## src/rtl/satclamp_pkg.sv

```systemverilog
package satclamp_pkg;

  typedef enum logic [1:0] {
    CLIP_NONE = 2'd0,
    CLIP_LO   = 2'd1,
    CLIP_HI   = 2'd2
  } clip_code_e;

endpackage

```

## src/rtl/sc_wide_add.sv

```systemverilog
module sc_wide_add #(
  parameter int WIDTH = 4
) (
  input  logic signed [WIDTH-1:0] a_i,
  input  logic signed [WIDTH-1:0] b_i,
  output logic signed [WIDTH:0]   sum_o
);

  function automatic logic signed [WIDTH:0] grow(input logic signed [WIDTH-1:0] v);
    return {v[WIDTH-1], v};
  endfunction

  function automatic logic signed [WIDTH:0] add_exact(input logic signed [WIDTH-1:0] x,
                                                      input logic signed [WIDTH-1:0] y);
    return grow(x) + grow(y);
  endfunction

  always_comb sum_o = add_exact(a_i, b_i);

endmodule

```

## src/rtl/sc_limit_cmp.sv

```systemverilog
module sc_limit_cmp #(
  parameter int WIDTH = 4,
  parameter bit ABOVE = 1'b0
) (
  input  logic signed [WIDTH:0]   sum_i,
  input  logic signed [WIDTH-1:0] lim_i,
  output logic                    hit_o
);

  function automatic logic signed [WIDTH:0] grow(input logic signed [WIDTH-1:0] v);
    return {v[WIDTH-1], v};
  endfunction

  generate
    if (ABOVE) begin : g_above
      always_comb hit_o = (sum_i > grow(lim_i));
    end else begin : g_below
      always_comb hit_o = (sum_i < grow(lim_i));
    end
  endgenerate

endmodule

```

## src/rtl/sc_select.sv

```systemverilog
module sc_select
  import satclamp_pkg::*;
#(
  parameter int WIDTH = 4
) (
  input  logic signed [WIDTH:0]   sum_i,
  input  logic signed [WIDTH-1:0] lo_i,
  input  logic signed [WIDTH-1:0] hi_i,
  input  logic                    hit_lo_i,
  input  logic                    hit_hi_i,
  output logic signed [WIDTH-1:0] y_o,
  output logic [1:0]              code_o
);

  function automatic logic signed [WIDTH-1:0] narrow(input logic signed [WIDTH:0] v);
    return v[WIDTH-1:0];
  endfunction

  always_comb begin
    if (hit_hi_i) begin
      y_o    = hi_i;
      code_o = CLIP_HI;
    end else if (hit_lo_i) begin
      y_o    = lo_i;
      code_o = CLIP_LO;
    end else begin
      y_o    = narrow(sum_i);
      code_o = CLIP_NONE;
    end
  end

endmodule

```

## src/rtl/satclamp_adder.sv

```systemverilog
module satclamp_adder #(
  parameter int WIDTH = 4
) (
  input  logic signed [WIDTH-1:0] opnd_a,
  input  logic signed [WIDTH-1:0] opnd_b,
  input  logic signed [WIDTH-1:0] lim_lo,
  input  logic signed [WIDTH-1:0] lim_hi,
  output logic signed [WIDTH-1:0] sum_o,
  output logic [1:0]              clip_o
);

  localparam int WIDE = WIDTH + 1;

  logic signed [WIDE-1:0] exact_sum;
  logic                   under_lo;
  logic                   over_hi;

  sc_wide_add #(.WIDTH(WIDTH)) add_i (
    .a_i  (opnd_a),
    .b_i  (opnd_b),
    .sum_o(exact_sum)
  );

  sc_limit_cmp #(.WIDTH(WIDTH), .ABOVE(1'b0)) cmp_lo_i (
    .sum_i(exact_sum),
    .lim_i(lim_lo),
    .hit_o(under_lo)
  );

  sc_limit_cmp #(.WIDTH(WIDTH), .ABOVE(1'b1)) cmp_hi_i (
    .sum_i(exact_sum),
    .lim_i(lim_hi),
    .hit_o(over_hi)
  );

  sc_select #(.WIDTH(WIDTH)) sel_i (
    .sum_i   (exact_sum),
    .lo_i    (lim_lo),
    .hi_i    (lim_hi),
    .hit_lo_i(under_lo),
    .hit_hi_i(over_hi),
    .y_o     (sum_o),
    .code_o  (clip_o)
  );

endmodule

```

## config.mk

```make
export PLATFORM = sky130hd
export DESIGN_NAME = satclamp_adder
export DESIGN_NICKNAME = d
export VERILOG_FILES = /design/src/rtl/satclamp_pkg.sv /design/src/rtl/sc_wide_add.sv /design/src/rtl/sc_limit_cmp.sv /design/src/rtl/sc_select.sv /design/src/rtl/satclamp_adder.sv
export SDC_FILE = /design/constraint.sdc
export NUM_CORES = 1
export LEC_CHECK = 0
export BUFFER_PORTS_ARGS = -buffer_cell sky130_fd_sc_hd__buf_4
export CORE_AREA = 2 2 39 41
export DETAILED_ROUTE_END_ITERATION = 8
export DIE_AREA = 0 0 41 43
export PLACE_DENSITY = 0.68
export SLEW_MARGIN = 20
export SYNTH_ARGS = -nofsm -noshare
export SYNTH_HDL_FRONTEND = slang
export SYNTH_HIERARCHICAL = 1
export SYNTH_SLANG_ARGS = --single-unit
export TNS_END_PERCENT = 10
```

## constraint.sdc

```tcl
create_clock -name vclk -period 3.22
set_input_delay 0.483 -clock vclk [all_inputs]
set_output_delay 0.483 -clock vclk [all_outputs]
set_load 0.1 [all_outputs]
```

Word-level counts from Yosys, hierarchy flattened
Index checks and enable logic that the tools add are counted.
{"block": "word_totals", "ff_bits": 0, "inputBits": 16, "output_inout_bits": 6, "wordCells": 7}
{"block": "classes", "addsub": 1, "n_lt_le_gt_ge": 2, "n_mux": 4}
{"operator": "2-to-1 mux 4 bit", "count": 2}
{"operator": "adder 4 x 4 -> 5 bit", "count": 1}
{"operator": "greater-than comparator 5 x 4 -> 1 bit", "count": 1}
{"operator": "less-than comparator 5 x 4 -> 1 bit", "count": 1}
{"operator": "2-to-1 mux 2 bit", "count": 1}
{"operator": "2-to-1 mux 1 bit", "count": 1}

Longest topological paths before layout
Gate-level depths: netlist (run 1).
{"block": "logic_depth", "depth_word": 4, "ltp_mapped": 13, "depth_no_buf": 12}

Cells and area by module
The synthesis (run 1) kept the hierarchy.
{"mod": "sc_wide_add", "n_inst": 1, "cells_per_inst": 16, "area_each_um2": 137.6, "seq_area_each_um2": 0.0}
{"mod": "sc_limit_cmp (cmp_hi_i)", "n_inst": 1, "cells_per_inst": 17, "area_each_um2": 127.6, "seq_area_each_um2": 0.0}
{"mod": "sc_limit_cmp (cmp_lo_i)", "n_inst": 1, "cells_per_inst": 16, "area_each_um2": 107.6, "seq_area_each_um2": 0.0}
{"mod": "sc_select", "n_inst": 1, "cells_per_inst": 16, "area_each_um2": 105.1, "seq_area_each_um2": 0.0}

Worst setup path before layout (run 1)
Ideal clock, no wire load.
{"block": "synth_timing", "path_type": "in2out", "from": "input opnd_a[0]", "to": "output sum_o[0]", "arrival_time_ns": 3.665, "slack_ns": -0.928, "path_stages": 12, "n_path_buf": 1, "cell_sequence": "ha_1 inv_1 fa_1 nor2b_1 nor3_1 mux2_2 ha_1 nand2_1 o2111ai_1 o221a_2 clkbuf_2 o21ai_1"}
{"block": "synth_between", "elab_cells_between_ends": 5}
{"element": "start: declaration", "line_no": "satclamp_adder.sv:4", "rtl": "input logic signed [WIDTH-1:0] opnd_a,"}
{"element": "adder 4 x 4 -> 5 bit", "line_no": "sc_wide_add.sv:15", "rtl": "return grow(x) + grow(y);"}
{"element": "named net exact_sum[4]", "line_no": "satclamp_adder.sv:14", "rtl": "logic signed [WIDE-1:0] exact_sum;"}
{"element": "greater-than comparator 5 x 4 -> 1 bit", "line_no": "sc_limit_cmp.sv:16", "rtl": "always_comb hit_o = (sum_i > grow(lim_i));"}
{"element": "named net over_hi", "line_no": "satclamp_adder.sv:16", "rtl": "logic over_hi;"}
{"element": "2-to-1 mux 4 bit", "line_no": "sc_select.sv:20", "rtl": "if (hit_hi_i) begin"}
{"element": "end: declaration", "line_no": "satclamp_adder.sv:8", "rtl": "output logic signed [WIDTH-1:0] sum_o,"}
The timed path passes the listed nets, and every way through them passes these cells.

Final worst setup path (run 1)
{"block": "layout_timing", "from": "input opnd_b[0]", "to": "output sum_o[2]"}
{"block": "layout_between", "elab_chain_cells": 4, "elab_cells_between_ends": 5}
{"element": "start: declaration", "line_no": "satclamp_adder.sv:5", "rtl": "input logic signed [WIDTH-1:0] opnd_b,"}
{"element": "adder 4 x 4 -> 5 bit", "line_no": "sc_wide_add.sv:15"}
{"element": "named net exact_sum[4]", "line_no": "satclamp_adder.sv:14"}
{"element": "less-than comparator 5 x 4 -> 1 bit", "line_no": "sc_limit_cmp.sv:18", "rtl": "always_comb hit_o = (sum_i < grow(lim_i));"}
{"element": "named net under_lo", "line_no": "satclamp_adder.sv:15", "rtl": "logic under_lo;"}
{"element": "2-to-1 mux 4 bit", "line_no": "sc_select.sv:23", "rtl": "end else if (hit_lo_i) begin"}
{"element": "2-to-1 mux 4 bit", "line_no": "sc_select.sv:20"}
The timed path passes the listed nets, and every way through them passes these cells.

==> results of run 1 <==
==> power by group <==
part | switching (µW) | leakage (µW) | internal, µW
Sequential | 0 | 0 | 0
Combinational | 304 | 0.000442 | 207
Clock | 0 | 0 | 0
==> worst max-delay path by stage <==
stage	from	end	depth (start not counted)
2_1_floorplan	opnd_a[0]	sum_o[3]	13
3_3_place_gp	opnd_a[0]	sum_o[3]	13
3_5_place_dp	opnd_a[0]	sum_o[1]	14
4_1_cts	opnd_b[0]	sum_o[3]	13
5_1_grt	opnd_b[0]	sum_o[0]	14
6_report	opnd_b[0]	sum_o[2]	13
==> routing by layer <==
metal | vias up | wire (µm) | GRT usage
met1 | 240 | 498 | 0.201
met3 | 0 | 68 | 0.00524
met5 | - | 0 | 0
met4 | 0 | 0 | 0
li1 | 272 | - | -
met2 | 17 | 694 | 0.334
==> per-stage QoR <==
step	area [µm²]	setup TNS [ns]	util	std cells	power (µW)
after detailed placement	756	-1.32	0.546	105	412
after floorplan	566	-0.368	-	65	338
final	912	-0.218	0.659	106	511
after global placement	756	-0.919	0.546	105	408
after CTS	887	-0.361	0.641	106	500
after global routing	912	-0.770	0.659	106	540
==> logic make-up (layout without fill, tap and decap cells) <==
| logic type | count (synthesis) | count (layout) | share of synthesized area |
|---|---|---|---|
| adder cells (fa/ha/maj) | 14 | 14 | 0.382 |
| multiplexers | 5 | 5 | 0.107 |
| AO/OA/AOI/OAI | 13 | 13 | 0.168 |
| buffers and inverters | 17 | 42 | 0.160 |
| XOR/XNOR | 2 | 2 | 0.0367 |
| AND/OR/NAND/NOR | 14 | 14 | 0.147 |
==> placed cells by master, fill, tap and decap left out, drive strengths merged <==
cell type  count
buf           28
inv           14
ha            13
nand2          5
a21oi          5
mux2i          4
o21ai          4
nor2b          2
xnor2          2
nor2           2
nor3           1
mux2           1
a21o           1
fa             1
nand3          1
nand4b         1
o2111ai        1
o221a          1
o211ai         1
nand2b         1
nand4          1
==> what timing repair did <==
item | CTS | global route
cloned | 0 | 0
setup endpoints to repair | 6 | 6
resized for setup | 28 | 4
pin swaps | 12 | 3
hold buffers | 0 | 0
buffers inserted | 1 | 0
==> worst max-delay path, delay by kind of cell <==
family          cells  cell delay [ns]
simple gates        2             0.17
buf+inv             3             0.27
compound gates      3             0.50
fa+ha+maj           3             0.76
mux                 2             0.61
==> final cells by class <==
class	instances	share of cell area
repair buffers	28	0.311
multi-input cells	48	0.609
well taps	16	0.0219
inverters	14	0.0576
==> results.md, run 1 <==
- GRT Total Usage: 0.171
- Final setup violation count: 4
- Fin. Hold Viols: 0
- Largest net degree at the start of global routing: 8
- Worst min path class: input pin to output port
- Total global routing overflow: 0
- Final WS setup: -0.0663 ns
- Chip width: a little over 40 µm
- Seq Cell Count: 0
- Routability Congestion: between 0.7 and 0.8
- Relative slew slack: 0.806
- Synth top area cells: ha_1, inv_1, mux2i_1
- Post-synth cell types: 23
- Hold path cells: 4
- Most used cell, CP: ha_4
- Synthesized area per cell: roughly 7.4 µm²
- PortBufs: 22
- Register area: 0 µm²
- Pleak: 0.000442 µW
- Max-slew violation count: 0
- P&R area growth vs syn: 90.8%
- Die height: between 40 and 50 µm
- Post-Syn Area: 478 µm²
- Seq/Total Area, Yosys: 0
- Layout cell share with drive strength beyond 1: 0.556
- Die area: approximately 0.0018 mm²
- Worst setup EP type: output port
- Minimum clock period: around 3.3 ns
- Slowest-stage cell, CP: fa_2
- FILL cells: roughly 120
- RSZ-0062 raised after global routing: true
- Placement Setup Slack: -0.261 ns
- Worst Tran Pin Value: roughly 0.29 ns
- Multi-input gate area in the final layout: between 500 and 600 µm²
- Post-route ant nets: 0
- Antenna violations before repair: 0
- First-pass GRT wire length: roughly 2.2 mm
- Max Fanout on Critical Path: 5
- IO Pins: 22
- Peak VDD IR: 0.000287 V
- Number of nets in the layout: around 120
- Crit path kind: input pin to output port
- CP max stage delay: 0.35 ns
- Status: finished, violations left
- Commonest cells post-synth: inv_1, ha_1, a21oi_1, nand2_1
- Rows: 14
- DRT iter0 DRCs: 3
- Post-synth net total: between 90 and 100
- Worst hold slack: between 1 and 1.5 ns
- Hold EP: sum_o[3]
- Syn. warnings: 6
- WP data required: about 2.7 ns
- Crit path DAT: 2.80 ns
- Hold_sp: lim_hi[3]
- Clock buf count: 0
- Drt via density: around 5.0
- Drt wl/cell: 11.9 µm
- Post-DP HPWL: about 1.0 mm
- Vias: between 500 and 600
- DRC Markers: 0
- Fin crit share: 1.02
- Vias in the first global route: 570
- Failing checks: setup timing
- Kind of start point of the critical path: input pin
- Initial Utilization: 0.345
- Power Dens Cells: between 500 and 600 mW/mm²
- Crit-path cells: buf_6 > ha_4 > inv_2 > fa_2 > nor2b_1 > nor3_1 > mux2_4 > ha_4 > o211ai_1 > a21oi_4 > mux2i_2 > o21ai_4 > buf_12
- Core area: between 0.001 and 0.0015 mm²
- Area leader, netlist: ha_1
- Antenna diodes: 0
- Routed WL: 1.26 mm
- Yosys top cell area share: 0.340
- # Max-Cap Violations: 0
- Drt first pass iters: 2
- Fmax: 0.304 GHz
- Syn Inst Count: 65
- Most frequent cell after synthesis: inv_1
(Power assumes the default switching activity.)
==> run 2, diff against run 1 <==
Settings changed: ABC_AREA from default to 1, CORE_AREA 2 2 39 41 to default, CORE_UTILIZATION from default to 45, DIE_AREA 0 0 41 43 to default, PLACE_DENSITY 0.68 to 0.78.
==> results.md, run 2 <==
- Status: finished, violations left (unchanged)
- Failing checks: setup timing (unchanged)
- Final setup violation count: 6 (was 4)
- Seq/Total Area, Yosys: 0 (unchanged)
- Fmax: 0.295 GHz (was 0.304 GHz)
- Post-DP HPWL: 1.19 mm (was 1.05 mm)
- Core area: 0.00117 mm² (was 0.00138 mm²)
- First-pass GRT wire length: 2.60 mm (was 2.20 mm)
- Rows: 12 (was 14)
- Commonest cells post-synth: nand2_1, inv_1, ha_1, nand3_1, nor2_1 (was inv_1, ha_1, a21oi_1, nand2_1)
- Drt first pass iters: 4 (was 2)
- Commonest cells after routing, fill and taps aside: nand2_1, inv_1, buf_4, nand2_2 (was buf_4, inv_1, ha_1, buf_12)
- Met2 usage: 0.467 (was 0.334)
- Worst setup EP type: output port (unchanged)
- Crit path kind: input pin to output port (unchanged)
- Max Fanout on Critical Path: 6 (was 5)
- Vias: 886 (was 529)
- Area leader, netlist: ha_1 (unchanged)
- GR Util met1: 0.299 (was 0.201)
- Top Usage Layer GRT: met2 (unchanged)
- Most frequent cell after synthesis: nand2_1 (was inv_1)
- Worst hold slack: 1.37 ns (about the same)
- Routability Congestion: 0.809 (was 0.740)
- Met3 usage: 0 (was 0.00524)
- DRT iter0 DRCs: 36 (was 3)
- Sum of negative setup slack: -0.579 ns (was -0.218 ns)
- Crit path DAT: 2.91 ns (was 2.80 ns)
- Max-slew violation count: 0 (unchanged)
- Seq Cell Count: 0 (unchanged)
- Post-Route Utilization: 0.936 (was 0.659)
- Peak VDD IR: 0.000630 V (was 0.000287 V)
- Die area: 0.00149 mm² (was 0.00176 mm²)
- Post-Syn Area: 602 µm² (was 478 µm²)
- Antenna violations before repair: 0 (unchanged)
- Fin crit share: 1.05 (was 1.02)
- Hold buffer count at cts: 0 (unchanged)
- Routed WL: 3.06 mm (was 1.26 mm)
- Syn. warnings: 6 (unchanged)
- Number of nets in the layout: 173 (was 122)
- Vias in the first global route: 663 (was 570)
- Post-route ant nets: 0 (unchanged)
- Die height: 38.6 µm (was 43 µm)
- Relative slew slack: 0.813 (was 0.806)
- Post-synthesis adder-cell area fraction: 0.304 (was 0.382)
- Clock buf count: 0 (unchanged)
- Post-synth cell types: 17 (was 23)
- Pleak: 0.000613 µW (was 0.000442 µW)
- Kind of start point of the critical path: input pin (unchanged)
- Final WS setup: -0.170 ns (was -0.0663 ns)
- Post-Synth Simple-Gate Area: 0.407 (was 0.147)
- Initial Utilization: 0.514 (was 0.345)
- Placed Cells: 152 (was 105)
- Multiplexer area fraction after synthesis: 0 (was 0.107)
- P&R area growth vs syn: 82.1% (was 90.8%)
- Power Dens Cells: 639 mW/mm² (was 560 mW/mm²)
- Most common cell after layout, fill and taps aside: nand2_1 (was buf_4)
- IO Pins: 22 (unchanged)
- Non-Filler Instances: 155 (was 106)
- Layout cell share with drive strength beyond 1: 0.518 (was 0.556)
- Worst Tran Pin Value: 0.283 ns (was 0.291 ns)
- Post-Synth XOR/XNOR Area: 0.0146 (was 0.0366)
- Drt wl/cell: 19.8 µm (was 11.9 µm)
- Power Total: 701 µW (was 511 µW)
- Largest family of logic cells by synthesized area: simple AND/OR/NAND/NOR gates (was adder cells)
- Total global routing overflow: 0 (unchanged)
- Antenna diodes: 0 (unchanged)
- Post-synth net total: 142 (was 95)
- Worst min path class: input pin to output port (unchanged)
- Fin. Hold Viols: 0 (unchanged)
- Synth top area cells: ha_1, nand2_1, inv_1 (was ha_1, inv_1, mux2i_1)
- PortBufs: 22 (unchanged)
- Syn Inst Count: 112 (was 65)
- Yosys top cell area share: 0.270 (was 0.340)
- GRT Total Usage: 0.238 (was 0.171)
- Minimum clock period: 3.39 ns (was 3.29 ns)
- DRC Markers: 0 (unchanged)
- Synthesized area per cell: 5.37 µm² (was 7.35 µm²)
- Chip width: 38.6 µm (was 41 µm)
- Synth Area in Compound Gates: 0.0561 (was 0.168)
- Register area: 0 µm² (unchanged)
- Drt via density: 5.72 (was 4.99)
- # Max-Cap Violations: 0 (unchanged)
- WP data required: 2.74 ns (about the same)
- Largest net degree at the start of global routing: 8 (unchanged)
-- run 2: cell count changes after synthesis, moves of 3 or more --
cell / delta
nand2_1: +35
inv_1: +15
nand3_1: +5
inv_2: +4
mux2i_1: -4
nor2_1: +3
o21ai_1: -3
-- run 2: layout make-up --
| class | count | area [µm²] |
|---|---|---|
| Fill cell | 39 | 75.1 |
| Inverter | 33 | 126 |
| Multi-Input combinational cell | 78 | 667 |
| Tap cell | 14 | 17.5 |
| Timing Repair Buffer | 30 | 285 |
-- run 2: metal layers --
metal | wire length (µm) | share of wire | up-vias
li1 | - | - | 394
met1 | 1140 | 0.37 | 412
met2 | 1490 | 0.49 | 59
met3 | 261 | 0.085 | 21
met4 | 172 | 0.056 | 0
met5 | 0 | 0 | -
-- run 2: power breakdown --
part | switching [µW] | internal, µW | total [µW] | leakage, µW
Clock | 0 | 0 | 0 | 0
Sequential | 0 | 0 | 0 | 0
Combinational | 464 | 237 | 701 | 0.000613
Total | 464 | 237 | 701 | 0.000613
-- run 2: repair_timing --
action / in CTS / in global routing
setup buffers: 0 / 3
pin swaps: 4 / 24
resized for setup: 12 / 43
setup endpoints to repair: 6 / 6
-- run 2: worst paths after layout --
| kind | to | cells after the start | slack (ns) | start |
|---|---|---|---|---|
| worst min-delay path | sum_o[0] | 4 | 1.37 | lim_hi[0] |
| worst max-delay path | sum_o[1] | 15 | -0.17 | opnd_b[0] |
-- run 2: kinds of logic after synthesis --
| logic type | Yosys count |
|---|---|
| buf+inv | 34 |
| simple gates | 57 |
| compound gates | 6 |
| fa+ha+maj | 14 |
| xor+xnor | 1 |
-- run 2: critical path, cell delays in order --
cell	delay [ns]
buf_8	0.08
ha_4	0.13
inv_2	0.05
fa_2	0.55
inv_2	0.07
ha_1	0.30
nand2_2	0.10
nor2_2	0.04
nand2_1	0.10
nand4_1	0.17
a21oi_4	0.29
inv_2	0.11
nand3_2	0.10
nand2_1	0.10
buf_6	0.20
-- run 2: through the flow --
stage	setup WS, ns	instance area [µm²]
global route	-0.213	1100
detailed placement	-0.179	820
floorplan	-0.237	607
CTS	0.00382	867
global placement	-0.0922	820
finish	-0.170	1100
